**src/rtl/argmax_pkg.sv**
```systemverilog
package argmax_pkg;
  localparam int ITEMS   = 64;
  localparam int IDX_W   = $clog2(ITEMS);
  localparam int LEVELS  = IDX_W;
  localparam int STAGES  = (LEVELS + 1) / 2;
  localparam int LATENCY = STAGES + 1;

  // strobes from control to datapath
  typedef struct packed {
    logic [STAGES-1:0] stgEn;
    logic              rdEn;
  } strobe_t;
endpackage

```
**src/rtl/argmax_pair_level.sv**
```systemverilog
module argmax_pair_level
  import argmax_pkg::*;
#(
  parameter int PRIO_W = 8,
  parameter int IN_CNT = 64
) (
  input  logic [IN_CNT*(PRIO_W+IDX_W)-1:0]     inVec,
  output logic [(IN_CNT/2)*(PRIO_W+IDX_W)-1:0] outVec
);
  localparam int EW      = PRIO_W + IDX_W;
  localparam int OUT_CNT = IN_CNT / 2;

  for (genvar k = 0; k < OUT_CNT; k++) begin : pair
    logic [EW-1:0] loSide;
    logic [EW-1:0] hiSide;
    assign loSide = inVec[(2*k)*EW +: EW];
    assign hiSide = inVec[(2*k+1)*EW +: EW];
    // strict compare: the lower-numbered side keeps ties
    assign outVec[k*EW +: EW] =
      (hiSide[EW-1:IDX_W] > loSide[EW-1:IDX_W]) ? hiSide : loSide;
  end
endmodule

```
**src/rtl/argmax_control.sv**
```systemverilog
module argmax_control
  import argmax_pkg::*;
(
  input  logic    clk,
  input  logic    rstN,
  input  logic    inValid,
  output strobe_t stb,
  output logic    outValid
);
  logic [STAGES-1:0] vld;
  logic [STAGES-1:0] vldNext;
  logic              outQ;

  assign vldNext = (vld << 1) | STAGES'(inValid);

  always_ff @(posedge clk or negedge rstN) begin
    if (!rstN) begin
      vld  <= '0;
      outQ <= 1'b0;
    end else begin
      vld  <= vldNext;
      outQ <= vld[STAGES-1];
    end
  end

  assign stb.stgEn = vldNext;
  assign stb.rdEn  = vld[STAGES-1];
  assign outValid  = outQ;


  latency_hit_chk: assert property (@(posedge clk) disable iff (!rstN)
    inValid |-> ##LATENCY outValid);


  no_phantom_chk: assert property (@(posedge clk) disable iff (!rstN)
    !inValid |-> ##LATENCY !outValid);
endmodule

```
**src/rtl/argmax_datapath.sv**
```systemverilog
module argmax_datapath
  import argmax_pkg::*;
#(
  parameter int PRIO_W = 8,
  parameter int RES_W  = 16
) (
  input  logic                      clk,
  input  logic                      rstN,
  input  strobe_t                   stb,
  input  logic [ITEMS*PRIO_W-1:0]   prioVec,
  input  logic                      cfgWe,
  input  logic [IDX_W-1:0]          cfgAddr,
  input  logic [RES_W-1:0]          cfgData,
  output logic [IDX_W-1:0]          outIdx,
  output logic [PRIO_W-1:0]         outPrio,
  output logic [RES_W-1:0]          outData
);
  localparam int EW = PRIO_W + IDX_W;

  for (genvar l = 0; l < LEVELS; l++) begin : lvl
    localparam int  IN_CNT  = ITEMS >> l;
    localparam int  OUT_CNT = IN_CNT / 2;
    localparam bit  IS_REG  = (l % 2 == 1) || (l == LEVELS - 1);
    localparam int  SI      = l / 2;

    logic [IN_CNT*EW-1:0]  src;
    logic [OUT_CNT*EW-1:0] red;
    logic [OUT_CNT*EW-1:0] res;

    if (l == 0) begin : seed
      for (genvar j = 0; j < ITEMS; j++) begin : tag
        assign src[j*EW +: EW] = {prioVec[j*PRIO_W +: PRIO_W], IDX_W'(j)};
      end
    end else begin : chain
      assign src = lvl[l-1].res;
    end

    argmax_pair_level #(.PRIO_W(PRIO_W), .IN_CNT(IN_CNT)) i_pair (
      .inVec (src),
      .outVec(red)
    );

    if (IS_REG) begin : pipe
      logic [OUT_CNT*EW-1:0] q;
      always_ff @(posedge clk) begin
        if (stb.stgEn[SI]) q <= red;
      end
      assign res = q;
    end else begin : comb
      assign res = red;
    end
  end

  logic [EW-1:0]      winner;
  logic [IDX_W-1:0]   winIdx;
  logic [RES_W-1:0]   table_q [ITEMS];

  assign winner = lvl[LEVELS-1].res;
  assign winIdx = winner[IDX_W-1:0];

  always_ff @(posedge clk) begin
    if (cfgWe) table_q[cfgAddr] <= cfgData;
  end

  always_ff @(posedge clk) begin
    if (stb.rdEn) begin
      outData <= table_q[winIdx];
      outIdx  <= winIdx;
      outPrio <= winner[EW-1:IDX_W];
    end
  end


  hold_idle_chk: assert property (@(posedge clk) disable iff (!rstN)
    !stb.rdEn |=> ($stable(outIdx) && $stable(outPrio)));


  cfg_quiet_chk: assert property (@(posedge clk) disable iff (!rstN)
    (cfgWe && !stb.rdEn) |=> $stable(outData));


  read_follow_chk: assert property (@(posedge clk) disable iff (!rstN)
    (stb.rdEn && !cfgWe) |=> (outData == table_q[outIdx]));
endmodule

```
**src/rtl/argmax_lookup.sv**
```systemverilog
module argmax_lookup
  import argmax_pkg::*;
#(
  parameter int PRIO_W = 8,
  parameter int RES_W  = 16
) (
  input  logic                    clk,
  input  logic                    rstN,
  input  logic                    inValid,
  input  logic [ITEMS*PRIO_W-1:0] inPrio,
  input  logic                    cfgWe,
  input  logic [IDX_W-1:0]        cfgAddr,
  input  logic [RES_W-1:0]        cfgData,
  output logic                    outValid,
  output logic [IDX_W-1:0]        outIdx,
  output logic [PRIO_W-1:0]       outPrio,
  output logic [RES_W-1:0]        outData
);
  strobe_t stb;

  argmax_control i_ctrl (
    .clk     (clk),
    .rstN    (rstN),
    .inValid (inValid),
    .stb     (stb),
    .outValid(outValid)
  );

  argmax_datapath #(.PRIO_W(PRIO_W), .RES_W(RES_W)) i_dp (
    .clk    (clk),
    .rstN   (rstN),
    .stb    (stb),
    .prioVec(inPrio),
    .cfgWe  (cfgWe),
    .cfgAddr(cfgAddr),
    .cfgData(cfgData),
    .outIdx (outIdx),
    .outPrio(outPrio),
    .outData(outData)
  );
endmodule

```
**config.mk**
```make
export PLATFORM = sky130hd
export DESIGN_NAME = argmax_lookup
export DESIGN_NICKNAME = d
export VERILOG_FILES = /design/src/rtl/argmax_pkg.sv /design/src/rtl/argmax_pair_level.sv /design/src/rtl/argmax_control.sv /design/src/rtl/argmax_datapath.sv /design/src/rtl/argmax_lookup.sv
export SDC_FILE = /design/constraint.sdc
export NUM_CORES = 2
export LEC_CHECK = 0
export BUFFER_PORTS_ARGS = -buffer_cell sky130_fd_sc_hd__buf_2
export CAP_MARGIN = 20
export CELL_PAD_IN_SITES_DETAIL_PLACEMENT = 1
export CELL_PAD_IN_SITES_GLOBAL_PLACEMENT = 2
export CORE_AREA = 3 3 523 525
export CTS_BUF_LIST = sky130_fd_sc_hd__clkbuf_4
export DETAILED_ROUTE_END_ITERATION = 8
export DIE_AREA = 0 0 526 528
export PLACE_DENSITY_LB_ADDON = 0.05
export SLEW_MARGIN = 20
export SYNTH_ARGS = -nofsm -noshare
export SYNTH_HDL_FRONTEND = slang
export SYNTH_SLANG_ARGS = --single-unit
```
**constraint.sdc**
```tcl
create_clock -name clk -period 4.7 [get_ports clk]
set_clock_uncertainty 0.15 [all_clocks]
set_input_delay 0.235 -clock clk [delete_from_list [all_inputs] [get_ports clk]]
set_output_delay 0.235 -clock clk [all_outputs]
set_load 0.01 [all_outputs]
```
==> results.md <==
* Compound-Gate Fraction of Synth Area at 0.09618
* Post-synth EDFFs at 1276
* PwrDens at 475.8 nW/um2
* Initial antenna violation count at 68
* Largest net degree at the start of global routing at 67
* Xor/xnor cell area share of the yosys netlist at 0
* Clock Latency Late Sink at 1290 ps
* Vias in the first global route at 54160
* Die span in y at 528 um
* Vias per cell at 4.656
* Post-synthesis simple-gate area fraction at 0.05037
* Gr ovfl total at 0
* Post-synth cell types at 60
* Commonest cells after routing, fill and taps aside: edfxtp_1 (1276), dlygate4sd3_1 (927), clkbuf_4 (567), buf_2 (567), ha_1 (504)
* Nets at 7843
* Die Wd at 526 um
* Synth async-reset ratio at 0.003125
* Final Max Tran Viols at 0
* Peak VDD IR at 0.3532 mV
* Synth Area in Adders at 0.09369
* CTS Buf Count at 383
* Critical setup path kind: in2reg
* Area contributors post-synth: edfxtp_1 (57%), ha_1 (9.4%), mux4_2 (8.6%)
* Main synth FF type: edfxtp_1
* Total Negative Setup Slacks at 0 ps
* Residual DRC at 0
* WL/cell at 23.64 um
* Overall routed net length at 252.5 mm
* CTS root buffer: clkbuf_4
* Mapped Nets at 5846
* Hold Fails Final Rpt at 0
* DR pass1 iterations at 5
* Fmax at 0.2159 GHz
* ANT nets after route at 0
* Leak at 35.99 nW
* Starting density of the core at 0.2495
* CP endpoint kind: flip-flop
* DP Area at 76150 um2
* Slack of the critical path at 68.42 ps
* Std cell rows at 191
* Mux cell area share after synthesis at 0.1497
* Syn Inst Count at 4804
* Clock sinks at 1280
* Core ar. at 269800 um2
* Mapped Area at 67310 um2
* First-pass GRT wire length at 367.9 mm
* # setup viols final at 0
* Worst endpoint required time at 5620 ps
* Fin crit share at 0.9854
* HP Class: in2reg
* Clock tree buffer depth at 4
* Routed vias at 49740
* Flops & latches, synth at 1280
* RSZ-0062 raised after global routing: false
* Share of layout cells above drive strength 1 at 0.2569
* Area grow syn2layout at 34.59%
* GP Congestion at 0.7590
* Critical path fanouts, max at 5
* Dpl ws at 345.2 ps
* I/O pin cnt at 569
* Synth warn at 0
* Clk pin slew, worst setup/hold paths at 70 ps
* Top cell type's share of synthesized area at 0.5693
* H-tree Lvls at 5
* PortBufs at 568
* Most common cell after layout, fill and taps aside: edfxtp_1
* Max-Slew Margin vs Limit at 0.2853
* Post-synthesis cell type with the largest combined area: edfxtp_1
* Largest family of logic cells by synthesized area: multiplexers
* Sequential fraction of the synthesis area at 0.5707
* Cell area after layout at 90590 um2
* GRT Overall Usage at 0.1783
* Transition time of the tightest slew-check pin at 1072 ps
* Min Tclk post-route at 4632 ps
* TritonCTS clock tree: yes
* Die Area at 277700 um2
* Post-DP HPWL at 178.7 mm
* Drt first-iter violations at 2467
* Status: finished, final reports clean
* Worst setup SP type: primary input
* Max-cap check violation count at 0
* Synthesized area per cell at 14.01 um2
* WP data arrival at 5550 ps
## stage by stage
stage	util	cells	total power [mW]	hold slack (ps)
2_1_floorplan	-	4804	24.50	-210.6
3_3_place_gp	0.2821	9030	31.83	-52.88
3_5_place_dp	0.2822	9032	31.82	-51.56
4_1_cts	0.3344	10620	44.12	4.599
5_1_grt	0.3357	10670	46.11	-15.94
6_report	0.3358	10680	43.10	91.26
## state kept, by name (all words and copies together) (netlist names)
register         count
i_dp.table_q      1024
i_dp.lvl.pipe.q    222
i_dp.outData        16
i_dp.outPrio         8
i_dp.outIdx          6
i_ctrl.vld           3
i_ctrl.outValid      1
## cells by family (layout without fill, tap and decap cells)
kind of cell | Yosys count | in the layout
adders and majority gates | 504 | 504
buffers and inverters | 665 | 2928
and+or+nand+nor | 701 | 702
DFF | 1280 | 1280
other | 0 | 44
AOI/OAI and AO/OA | 971 | 971
muxes | 683 | 683
## repair_timing
| action | in CTS | in global routing |
|---|---|---|
| gates resized for setup | 0 | 33 |
| setup buffers | 0 | 19 |
| endpoints found under the setup margin | 0 | 91 |
| hold buffers | 934 | 1 |
| hold endpoints to repair | 2373 | 1 |
## cells in the mapped netlist, types with 35 or more instances
cell type  number
a21oi_1       210
nand2_1       128
nand4_1       111
buf_2          48
a21o_1         45
o22ai_1       182
edfxtp_1     1276
nor2_1        250
ha_1          504
o21ai_0       136
nor2b_1        68
mux4_2        257
clkbuf_1       77
nand3_1        37
o22a_1         49
o211ai_1       38
a21bo_2        35
a221oi_1       37
inv_1         485
mux2i_1       409
## final timing paths
path,start,end,slack (ps),cells past startpoint
max,inPrio[55],i_dp.lvl[1].pipe.q[20],70,22
min reg2reg,i_dp.lvl[5].pipe.q[6],i_dp.outPrio[0],270,0
max in group asynchronous,rstN,i_ctrl.vld[2],3600,4
max reg2reg,i_dp.lvl[1].pipe.q[35],i_dp.lvl[3].pipe.q[11],570,16
min,inPrio[49],i_dp.lvl[1].pipe.q[21],90,10
min in group asynchronous,rstN,i_ctrl.vld[0],450,4
## layout make-up
| cell class | count | area (um2) |
|---|---|---|
| Fill cell | 29070 | 179200 |
| Sequential cell | 1280 | 38420 |
| Multi-Input combinational cell | 2860 | 26430 |
| Timing Repair Buffer | 1787 | 14690 |
| Tap cell | 3570 | 4467 |
| Clock buffer | 566 | 4249 |
| Inverter | 489 | 1836 |
| Clock inverter | 86 | 392.9 |
| Antenna cell | 44 | 110.1 |
## critical path: stages
cell and delay (ps):
dlygate4sd3_1 530, buf_2 120, inv_1 40, ha_1 310, a21oi_1 130, dlygate4sd3_1 550
o21ai_0 70, dlygate4sd3_1 570, o22ai_2 110, buf_4 160, mux2i_1 210, dlygate4sd3_1 610
inv_1 50, ha_1 290, a21oi_1 150, o22ai_1 100, nor2_1 110, nor2_1 60
o21ai_2 150, buf_6 160, mux2i_1 230, dlygate4sd3_1 610
## power by group
part / total, mW / switching, mW / leakage (nW) / internal [mW]
Clock: 10.5 / 4.91 / 2.79 / 5.56
Sequential: 14.5 / 0.669 / 11.7 / 13.8
Combinational: 18.1 / 9.90 / 21.5 / 8.23
## per-layer routing
| layer | wire length (um) | up-vias | global-route usage | share of wire |
|---|---|---|---|---|
| li1 | - | 23180 | - | - |
| met1 | 115300 | 25100 | 0.2378 | 0.46 |
| met2 | 120900 | 1063 | 0.2987 | 0.48 |
| met3 | 11450 | 353 | 0.03440 | 0.045 |
| met4 | 4574 | 40 | 0.04029 | 0.018 |
| met5 | 264 | - | 0 | 0.0010 |
(Power assumes the default switching activity.)
